`src/rtl/pwm_dbuf_pkg.sv`:
```
package pwm_dbuf_pkg;
  typedef enum logic [2:0] {
    ADDR_PER_STAGE = 3'd0,
    ADDR_DUTY      = 3'd1,
    ADDR_CFG       = 3'd2,
    ADDR_DIVA      = 3'd3,
    ADDR_DIVB      = 3'd4
  } reg_addr_e;

  localparam int unsigned SEL_W    = 4;
  localparam int unsigned SEL_DIVA = 11;
  localparam int unsigned SEL_DIVB = 12;
  localparam int unsigned CFG_CENTER_BIT = 4;
endpackage

```
`src/rtl/pwm_prescaler.sv`:
```
module pwm_prescaler #(
  parameter int unsigned TAPS = 11
) (
  input  logic            clk_i,
  input  logic            rst_ni,
  output logic [TAPS-1:0] tap_o
);
  localparam int unsigned CW = (TAPS > 1) ? TAPS - 1 : 1;
  logic [CW-1:0] cnt_q;

  always_ff @(posedge clk_i or negedge rst_ni)
    if (!rst_ni) cnt_q <= '0;
    else         cnt_q <= cnt_q + 1'b1;

  // tap k fires once every 2^k cycles
  for (genvar k = 0; k < TAPS; k++) begin : g_tap
    if (k == 0) begin : g_t0
      assign tap_o[k] = 1'b1;
    end else begin : g_tk
      assign tap_o[k] = &cnt_q[k-1:0];
    end
  end
endmodule

```
`src/rtl/pwm_clk_div.sv`:
```
module pwm_clk_div #(
  parameter int unsigned DIV_W = 8
) (
  input  logic             clk_i,
  input  logic             rst_ni,
  input  logic [DIV_W-1:0] div_i,
  output logic             tick_o
);
  logic [DIV_W-1:0] cnt_q;

  // >= keeps the divider from stalling when div_i shrinks below cnt_q
  assign tick_o = (div_i != '0) && (cnt_q >= div_i - 1'b1);

  always_ff @(posedge clk_i or negedge rst_ni)
    if (!rst_ni)              cnt_q <= '0;
    else if (div_i == '0)     cnt_q <= '0;
    else if (tick_o)          cnt_q <= '0;
    else                      cnt_q <= cnt_q + 1'b1;
endmodule

```
`src/rtl/pwm_dbuf_chan.sv`:
```
module pwm_dbuf_chan
  import pwm_dbuf_pkg::*;
#(
  parameter int unsigned CNT_W  = 16,
  parameter int unsigned DIV_W  = 8,
  parameter int unsigned DATA_W = 32,
  parameter int unsigned TAPS   = 11
) (
  input  logic              clk_i,
  input  logic              rst_ni,
  input  logic              wr_en_i,
  input  logic [2:0]        wr_addr_i,
  input  logic [DATA_W-1:0] wr_data_i,
  input  logic              wp_sw_i,
  input  logic              wp_hw_i,
  output logic              pwm_o,
  output logic [CNT_W-1:0]  cnt_o,
  output logic              upd_o
);
  localparam int unsigned NSRC = 2 ** SEL_W;
  localparam int unsigned NDIV = 2;

  logic [CNT_W-1:0] per_stage_q, per_act_q, duty_q, cnt_q, cnt_d;
  logic             pend_q, up_q, up_d, upd_q;
  logic [SEL_W-1:0] sel_q;
  logic             center_q;
  logic [DIV_W-1:0] div_q [NDIV];
  logic [TAPS-1:0]  tap;
  logic [NDIV-1:0]  div_tick;
  logic [NSRC-1:0]  src_vec;
  logic             tick, boundary, apply, stage_wr;

  assign stage_wr = wr_en_i && (wr_addr_i == ADDR_PER_STAGE) && !wp_sw_i && !wp_hw_i;

  // register file
  always_ff @(posedge clk_i or negedge rst_ni)
    if (!rst_ni) begin
      duty_q   <= '0;
      sel_q    <= '0;
      center_q <= 1'b0;
      div_q[0] <= '0;
      div_q[1] <= '0;
    end else if (wr_en_i) begin
      case (wr_addr_i)
        ADDR_DUTY: duty_q <= wr_data_i[CNT_W-1:0];
        ADDR_CFG: begin
          sel_q    <= wr_data_i[SEL_W-1:0];
          center_q <= wr_data_i[CFG_CENTER_BIT];
        end
        ADDR_DIVA: div_q[0] <= wr_data_i[DIV_W-1:0];
        ADDR_DIVB: div_q[1] <= wr_data_i[DIV_W-1:0];
        default: ;
      endcase
    end

  // step sources
  pwm_prescaler #(.TAPS(TAPS)) u_pre (.clk_i(clk_i), .rst_ni(rst_ni), .tap_o(tap));

  for (genvar d = 0; d < NDIV; d++) begin : g_div
    pwm_clk_div #(.DIV_W(DIV_W)) u_div (
      .clk_i(clk_i), .rst_ni(rst_ni), .div_i(div_q[d]), .tick_o(div_tick[d])
    );
  end

  always_comb begin
    src_vec           = '0;
    src_vec[TAPS-1:0] = tap;
    src_vec[SEL_DIVA] = div_tick[0];
    src_vec[SEL_DIVB] = div_tick[1];
  end
  assign tick = src_vec[sel_q];

  // counter
  always_comb begin
    cnt_d    = cnt_q;
    up_d     = up_q;
    boundary = 1'b0;
    if (tick) begin
      if (per_act_q == '0) begin
        cnt_d = '0; up_d = 1'b1; boundary = 1'b1;
      end else if (!center_q) begin
        if (cnt_q >= per_act_q - 1'b1) begin
          cnt_d = '0; boundary = 1'b1;
        end else cnt_d = cnt_q + 1'b1;
      end else if (up_q) begin
        if (cnt_q >= per_act_q - 1'b1) begin
          cnt_d = per_act_q; up_d = 1'b0;
        end else cnt_d = cnt_q + 1'b1;
      end else begin
        if (cnt_q <= CNT_W'(1)) begin
          cnt_d = '0; up_d = 1'b1; boundary = 1'b1;
        end else cnt_d = cnt_q - 1'b1;
      end
    end
  end

  assign apply = boundary && pend_q;

  always_ff @(posedge clk_i or negedge rst_ni)
    if (!rst_ni) begin
      cnt_q       <= '0;
      up_q        <= 1'b1;
      per_act_q   <= '0;
      per_stage_q <= '0;
      pend_q      <= 1'b0;
      upd_q       <= 1'b0;
    end else begin
      cnt_q <= cnt_d;
      up_q  <= up_d;
      upd_q <= apply;
      if (apply) per_act_q <= per_stage_q;
      // a write in the boundary step stays pending for the next cycle
      if (stage_wr) begin
        per_stage_q <= wr_data_i[CNT_W-1:0];
        pend_q      <= 1'b1;
      end else if (apply) begin
        pend_q <= 1'b0;
      end
    end

  assign cnt_o = cnt_q;
  assign upd_o = upd_q;
  assign pwm_o = (per_act_q != '0) && ((cnt_q < duty_q) || (duty_q >= per_act_q));
endmodule

```
`config.mk`:
```
export PLATFORM = sky130hd
export DESIGN_NAME = pwm_dbuf_chan
export DESIGN_NICKNAME = d
export VERILOG_FILES = /design/src/rtl/pwm_dbuf_pkg.sv /design/src/rtl/pwm_prescaler.sv /design/src/rtl/pwm_clk_div.sv /design/src/rtl/pwm_dbuf_chan.sv
export SDC_FILE = /design/constraint.sdc
export NUM_CORES = 1
export LEC_CHECK = 0
export CAP_MARGIN = 20
export CORE_ASPECT_RATIO = 1.5
export CORE_UTILIZATION = 45
export CTS_CLUSTER_DIAMETER = 40
export DETAILED_ROUTE_END_ITERATION = 16
export HOLD_SLACK_MARGIN = 0.15
export PLACE_DENSITY = 0.61
export SLEW_MARGIN = 15
export SYNTH_ARGS = -nofsm -noshare
export SYNTH_HDL_FRONTEND = slang
export SYNTH_SLANG_ARGS = --single-unit
```
`constraint.sdc`:
```
create_clock -name clk_i -period 4.4 [get_ports clk_i]
set_input_delay 0.66 -clock clk_i [delete_from_list [all_inputs] [get_ports clk_i]]
set_output_delay 0.66 -clock clk_i [all_outputs]
set_load 0.01 [all_outputs]
```
==> results of run 1 <==
cell families after synthesis:
kind of cell,share of synthesized area
compound gates,0.147
xor+xnor,0.0633
fa+ha+maj,0.123
buf+inv,0.0426
flops,0.375
mux,0.0795
simple gates,0.168
power groups by stage:
stage	registers [mW]	clock network (mW)	logic [mW]
2_1_floorplan	1.53	0	2.04
3_3_place_gp	1.61	0	2.75
3_5_place_dp	1.62	0	2.86
4_1_cts	1.61	1.38	2.89
5_1_grt	1.65	1.42	3.21
6_report	1.61	1.36	2.89
cell type report:
| type | instances | area share |
|---|---|---|
| clock buffer | 24 | 0.0574 |
| clock inverter | 7 | 0.00828 |
| inverter | 49 | 0.0206 |
| multi-input combinational | 594 | 0.498 |
| sequential | 114 | 0.320 |
| tap | 206 | 0.0289 |
| timing repair buffer | 64 | 0.0669 |
registers in the layout, summed over array words and instances, names as in the netlist:
signal,cells
duty_q,16
u_pre.cnt_q,10
up_q,1
div_q,16
pend_q,1
per_stage_q,16
center_q,1
cnt_o,16
g_div.u_div.cnt_q,16
sel_q,4
per_act_q,16
upd_o,1
worst max path at each step:
stage,end,slack [ns],cells past startpoint
floorplan,per_act_q[10],0.80,14
global placement,per_act_q[0],0.23,14
finish,cnt_o[15],0.45,14
detailed placement,per_act_q[3],0.18,14
CTS,per_act_q[1],0.07,14
global route,cnt_o[12],0.20,14
layer usage:
metal,GRT usage,vias up
met1,0.286,3078
met5,0,-
met2,0.446,189
met3,0.0387,64
li1,-,2997
met4,0.120,0
stage by stage:
stage / setup slack, ns / instance area, um2 / power (mW)
after global routing: 0.199 / 8920 / 6.27
after detailed placement: 0.181 / 8320 / 4.48
after global placement: 0.234 / 8320 / 4.36
after CTS: 0.0721 / 8910 / 5.87
final: 0.453 / 8920 / 5.86
after floorplan: 0.796 / 7600 / 3.57
cell usage after synthesis (all sizes together) (19+ instances only):
cell | instances | share of area
nand2 | 53 | 0.026
a21oi | 23 | 0.016
mux2 | 51 | 0.079
nor3 | 19 | 0.013
nand3 | 31 | 0.020
nor2 | 58 | 0.029
inv | 49 | 0.024
o21ai | 52 | 0.034
clkbuf | 22 | 0.011
dfrtp | 113 | 0.37
ha | 75 | 0.12
xnor2 | 30 | 0.035
xor2 | 25 | 0.029
==> flow_summary.yaml, run 1 <==
power_and_ir_drop:
  p_switching_mw: 2.41
  p_seq_frac: 0.275
  p_leak_nw: 4.07
  irDropWorstVdd_mv: 0.310
  pwr-share-comb: 0.493
  swShare: 0.411
  cellPowerDensity_mw_per_mm2: 657
  p_clk_frac: 0.232
  p_int_mw: 3.45
synthesis:
  syn_inst: 786
  async_flop_share: 1.00
  postSynthAreaPerCell_um2: 9.68
  synth_nets: 901
  synthDistinctLibCells: 66
  synth_area_mm2: 0.00760
  ys_ff_latch: 114
  ys.flop_type: "dfrtp_1"
  yosys_warnings: 0
  synth_seq_area_share: 0.375
  synth-edff-count: 0
layout:
  layout_commonest_cell: "dfrtp_1"
  syn_to_final_growth_pct: 17.3
  multi_input_area_mm2: 0.00444
  seqCellArea_mm2: 0.00285
  diodes: 0
  nets: 955
  finish.utilization: 0.546
  drive_gt1_frac: 0.141
  fill_cells: 1487
  final_cells: 1058
  final_cell_mix: "113 x dfrtp_1, 75 x ha_1, 58 x nor2_1"
worst_setup_path:
  end_kind: "flip-flop"
  max_stage_delay_ns: 0.72
  cp_num_buf_inv: 1
  crit_chain: "inv_1, ha_1, nand2_1, nor3_1, nand3_1, xnor2_1, ha_1, and4_1, o2111ai_1, a31o_2, a21o_1, a21boi_0, a2111oi_0, nor4bb_1"
  startpoint: "per_act_q[1]"
  slowest_stage: "a21boi_0"
  arrival_ns: 4.27
  required_ns: 4.72
  startpoint_type: "flip-flop"
  r2r_cells: 14
  reg2reg_slack_ns: 0.45
  r2r-start: "per_act_q[1]"
  crit_type: "flip-flop to flip-flop"
  worstReg2RegEnd: "cnt_o[15]"
  crit_family: "compound AO/OA/AOI/OAI gates"
  crit_top_cell: "ha_1"
  crit_fanout: 6
global_route:
  antenna_found_initial: 0
  grt_pass1_vias: 6541
  grt_max_degree: 62
  grt_pass1_wl_um: 33400
  grt_overflow_total: 0
  track_usage: 0.250
timing:
  max_clock_freq_mhz: 253
  drv_slew: 0
  worst_pin_slew_ns: 0.987
  finalClockSkew_ns: 0.0142
  fin_crit_ns: 3.95
  tns_ns: 0
  setup_violations: 0
  rsz0062_at_grt: "no"
  finalHoldViolations: 0
  relSlewSlack: 0.340
  post-route-period-util: 0.897
  hold_ws_ns: 0.344
floorplan:
  initial_core_util: 0.466
  core_mm2: 0.0163
  die_h_um: 161
  io_pins: 58
  die_area_mm2: 0.0174
  row_count: 57
  die_w_um: 108
detailed_routing:
  ant_nets: 0
  vias_per_cell: 5.98
  topRoutingLayerUsed: "met4"
  first_pass_iters: 5
  vias: 6328
  wl_met3_um: 845
  routedWlPerCell_um: 19.4
  wl_met2_um: 10800
  drt_iter0_drc: 321
  wl_met1_um: 8060
  wirelength_um: 20500
  drc: 0
placed_design:
  dpl.cell_count: 1026
  portBuffers: 41
  gp_congestion: 0.888
  dp_hpwl_um: 15300
worst_hold_path:
  hp-class: "input port to asynchronous set/reset pin"
outcome:
  status: "complete, no violations"
clock_tree:
  clock_path_buffers: 2
  cts_setup_buffers: 0
  clk_latency_ns: 0.42
  cts_root_buf: "clkbuf_16"
  cts_resized: 0
  numClockSinks: 114
  ctsHoldBuffers: 0
  tritoncts: "done"
  h-tree-depth: 4
  cts_inserted_buffers: 17
  clk_pin_slew_worst_paths_ns: 0.06
job:
  maxCapViolCount: 0
Power figures use the tool's default switching activity.
==> run 2, diff against run 1 <==
--- a/config.mk
+++ b/config.mk
@@ -7,11 +7,11 @@
 export LEC_CHECK = 0
 export CAP_MARGIN = 20
 export CORE_ASPECT_RATIO = 1.5
-export CORE_UTILIZATION = 45
+export CORE_UTILIZATION = 52
 export CTS_CLUSTER_DIAMETER = 40
 export DETAILED_ROUTE_END_ITERATION = 16
 export HOLD_SLACK_MARGIN = 0.15
-export PLACE_DENSITY = 0.61
+export PLACE_DENSITY_LB_ADDON = 0.05
 export SLEW_MARGIN = 15
 export SYNTH_ARGS = -nofsm -noshare
 export SYNTH_HDL_FRONTEND = slang
==> run 2 against run 1 <==
Compared with the run above:
- global-route usage rose by 4.5 points
- critical path depth unchanged
- sequential power up 2%
- first-iteration DRC count fell by 13%
- worst setup slack improved by 0.069 ns
- power barely moved
- flip-flop and latch count unchanged
- register-to-register slack improved by 0.07 ns
- core utilization grew 8.5 points
- count of clock-buffer cells in the layout is 4 lower
- worst hold slack worse by 0.065 ns
- sequential share of layout area about the same
==> flow_summary.yaml, run 2 (same netlist as run 1, synthesis figures left out) <==
timing:
  finalHoldViolations: 0
  tns_ns: 0
  fin_crit_ns: 3.88
  finalClockSkew_ns: 0.0135
  rsz0062_at_grt: "no"
  timing.final.ws_setup_ns: 0.522
  setup_violations: 0
  post-route-period-util: 0.881
  worst_pin_slew_ns: 0.983
  relSlewSlack: 0.343
  max_clock_freq_mhz: 258
  drv_slew: 0
placed_design:
  dpl_cell_area_mm2: 0.00829
  dp_hpwl_um: 15500
  portBuffers: 41
  place_ws_ns: 0.292
  gp_congestion: 0.892
  dpl.cell_count: 1012
detailed_routing:
  vias_per_cell: 6.09
  wl_met3_um: 917
  wl_met1_um: 8140
  routedWlPerCell_um: 20.1
  vias: 6360
  wl_met2_um: 11200
  drc: 0
  wirelength_um: 21000
  topRoutingLayerUsed: "met4"
  drt_iter0_drc: 278
  ant_nets: 0
  first_pass_iters: 5
floorplan:
  die_w_um: 101
  die_h_um: 150
  initial_core_util: 0.538
  die_area_mm2: 0.0151
  io_pins: 58
  row_count: 53
  core_mm2: 0.0141
worst_setup_path:
  crit_fanout: 9
  crit_chain: "inv_1, ha_1, or4b_1, nor2_1, xnor2_1, ha_1, nand4_1, nor2_1, a21oi_1, o211ai_1, nor2_1, a211oi_4, buf_8, mux2_2"
  crit_type: "flip-flop to flip-flop"
  slowest_stage: "a211oi_4"
  crit_top_cell: "nor2_1"
  end_kind: "flip-flop"
  cp_num_buf_inv: 2
  required_ns: 4.69
  startpoint_type: "flip-flop"
  crit_family: "compound AO/OA/AOI/OAI gates"
  arrival_ns: 4.17
  max_stage_delay_ns: 0.59
  reg2reg_slack_ns: 0.52
global_route:
  antenna_found_initial: 0
  grt_max_degree: 50
  grt_pass1_wl_um: 33800
  grt_pass1_vias: 6539
  track_usage: 0.295
  grt_overflow_total: 0
clock_tree:
  cts_resized: 0
  clk_latency_ns: 0.42
  tritoncts: "done"
  ctsHoldBuffers: 0
  cts_root_buf: "clkbuf_16"
  cts_setup_buffers: 0
  h-tree-depth: 4
  clock_path_buffers: 2
  clk_pin_slew_worst_paths_ns: 0.06
  cts_inserted_buffers: 17
  numClockSinks: 114
layout:
  finish.utilization: 0.632
  nets: 955
  final_cells: 1045
  layout_commonest_cell: "dfrtp_1"
  final_cell_area_mm2: 0.00892
  drive_gt1_frac: 0.142
  diodes: 0
  syn_to_final_growth_pct: 17.3
  final_cell_mix: "113 x dfrtp_1, 75 x ha_1, 58 x nor2_1"
  fill_cells: 1248
worst_hold_path:
  hp-class: "input port to asynchronous set/reset pin"
power_and_ir_drop:
  irDropWorstVdd_mv: 0.401
  cellPowerDensity_mw_per_mm2: 657
  p_leak_nw: 4.07
outcome:
  status: "complete, no violations"
job:
  maxCapViolCount: 0
run 2: cell count changes in the layout (fill, tap and decap cells not counted), sizes merged:
cell      delta
bufinv       +2
clkbuf       -4
clkinv       -1
clkinvlp     +3
inv          +1
run 2: final timing paths:
kind / start / endpoint / depth (start not counted)
worst max-delay path: div_q[8] / per_act_q[6] / 14
max in group asynchronous: rst_ni / duty_q[4] / 2
worst min-delay path: rst_ni / cnt_o[8] / 1
worst max register to register: div_q[8] / per_act_q[6] / 14
min in group clk_i: u_pre.cnt_q[9] / u_pre.cnt_q[9] / 1
worst min register to register: u_pre.cnt_q[9] / u_pre.cnt_q[9] / 1
run 2: final cells by class:
class | instances | area (um2) | area share
multi-input combinational | 594 | 4440 | 0.498
sequential | 114 | 2850 | 0.320
timing repair buffer | 64 | 588 | 0.0659
clock buffer | 20 | 457 | 0.0512
tap | 192 | 240 | 0.0269
inverter | 49 | 184 | 0.0206
clock inverter | 12 | 156 | 0.0175
run 2: routing by layer:
metal / vias up / GRT usage
li1: 2989 / -
met1: 3126 / 0.330
met2: 199 / 0.542
met3: 46 / 0.0450
met4: 0 / 0.136
met5: - / 0
run 2: per-stage QoR:
step	hold slack, ns	total power [mW]
final	0.279	5.86
after global routing	0.341	6.29
after CTS	0.309	5.87
after detailed placement	0.471	4.39
after global placement	0.463	4.28
after floorplan	0.364	3.57
run 2: report_power, final:
group | leakage (nW) | switching [mW] | internal [mW]
combinational | 2.33 | 1.52 | 1.25
sequential | 1.46 | 0.354 | 1.30
clock | 0.277 | 0.520 | 0.920
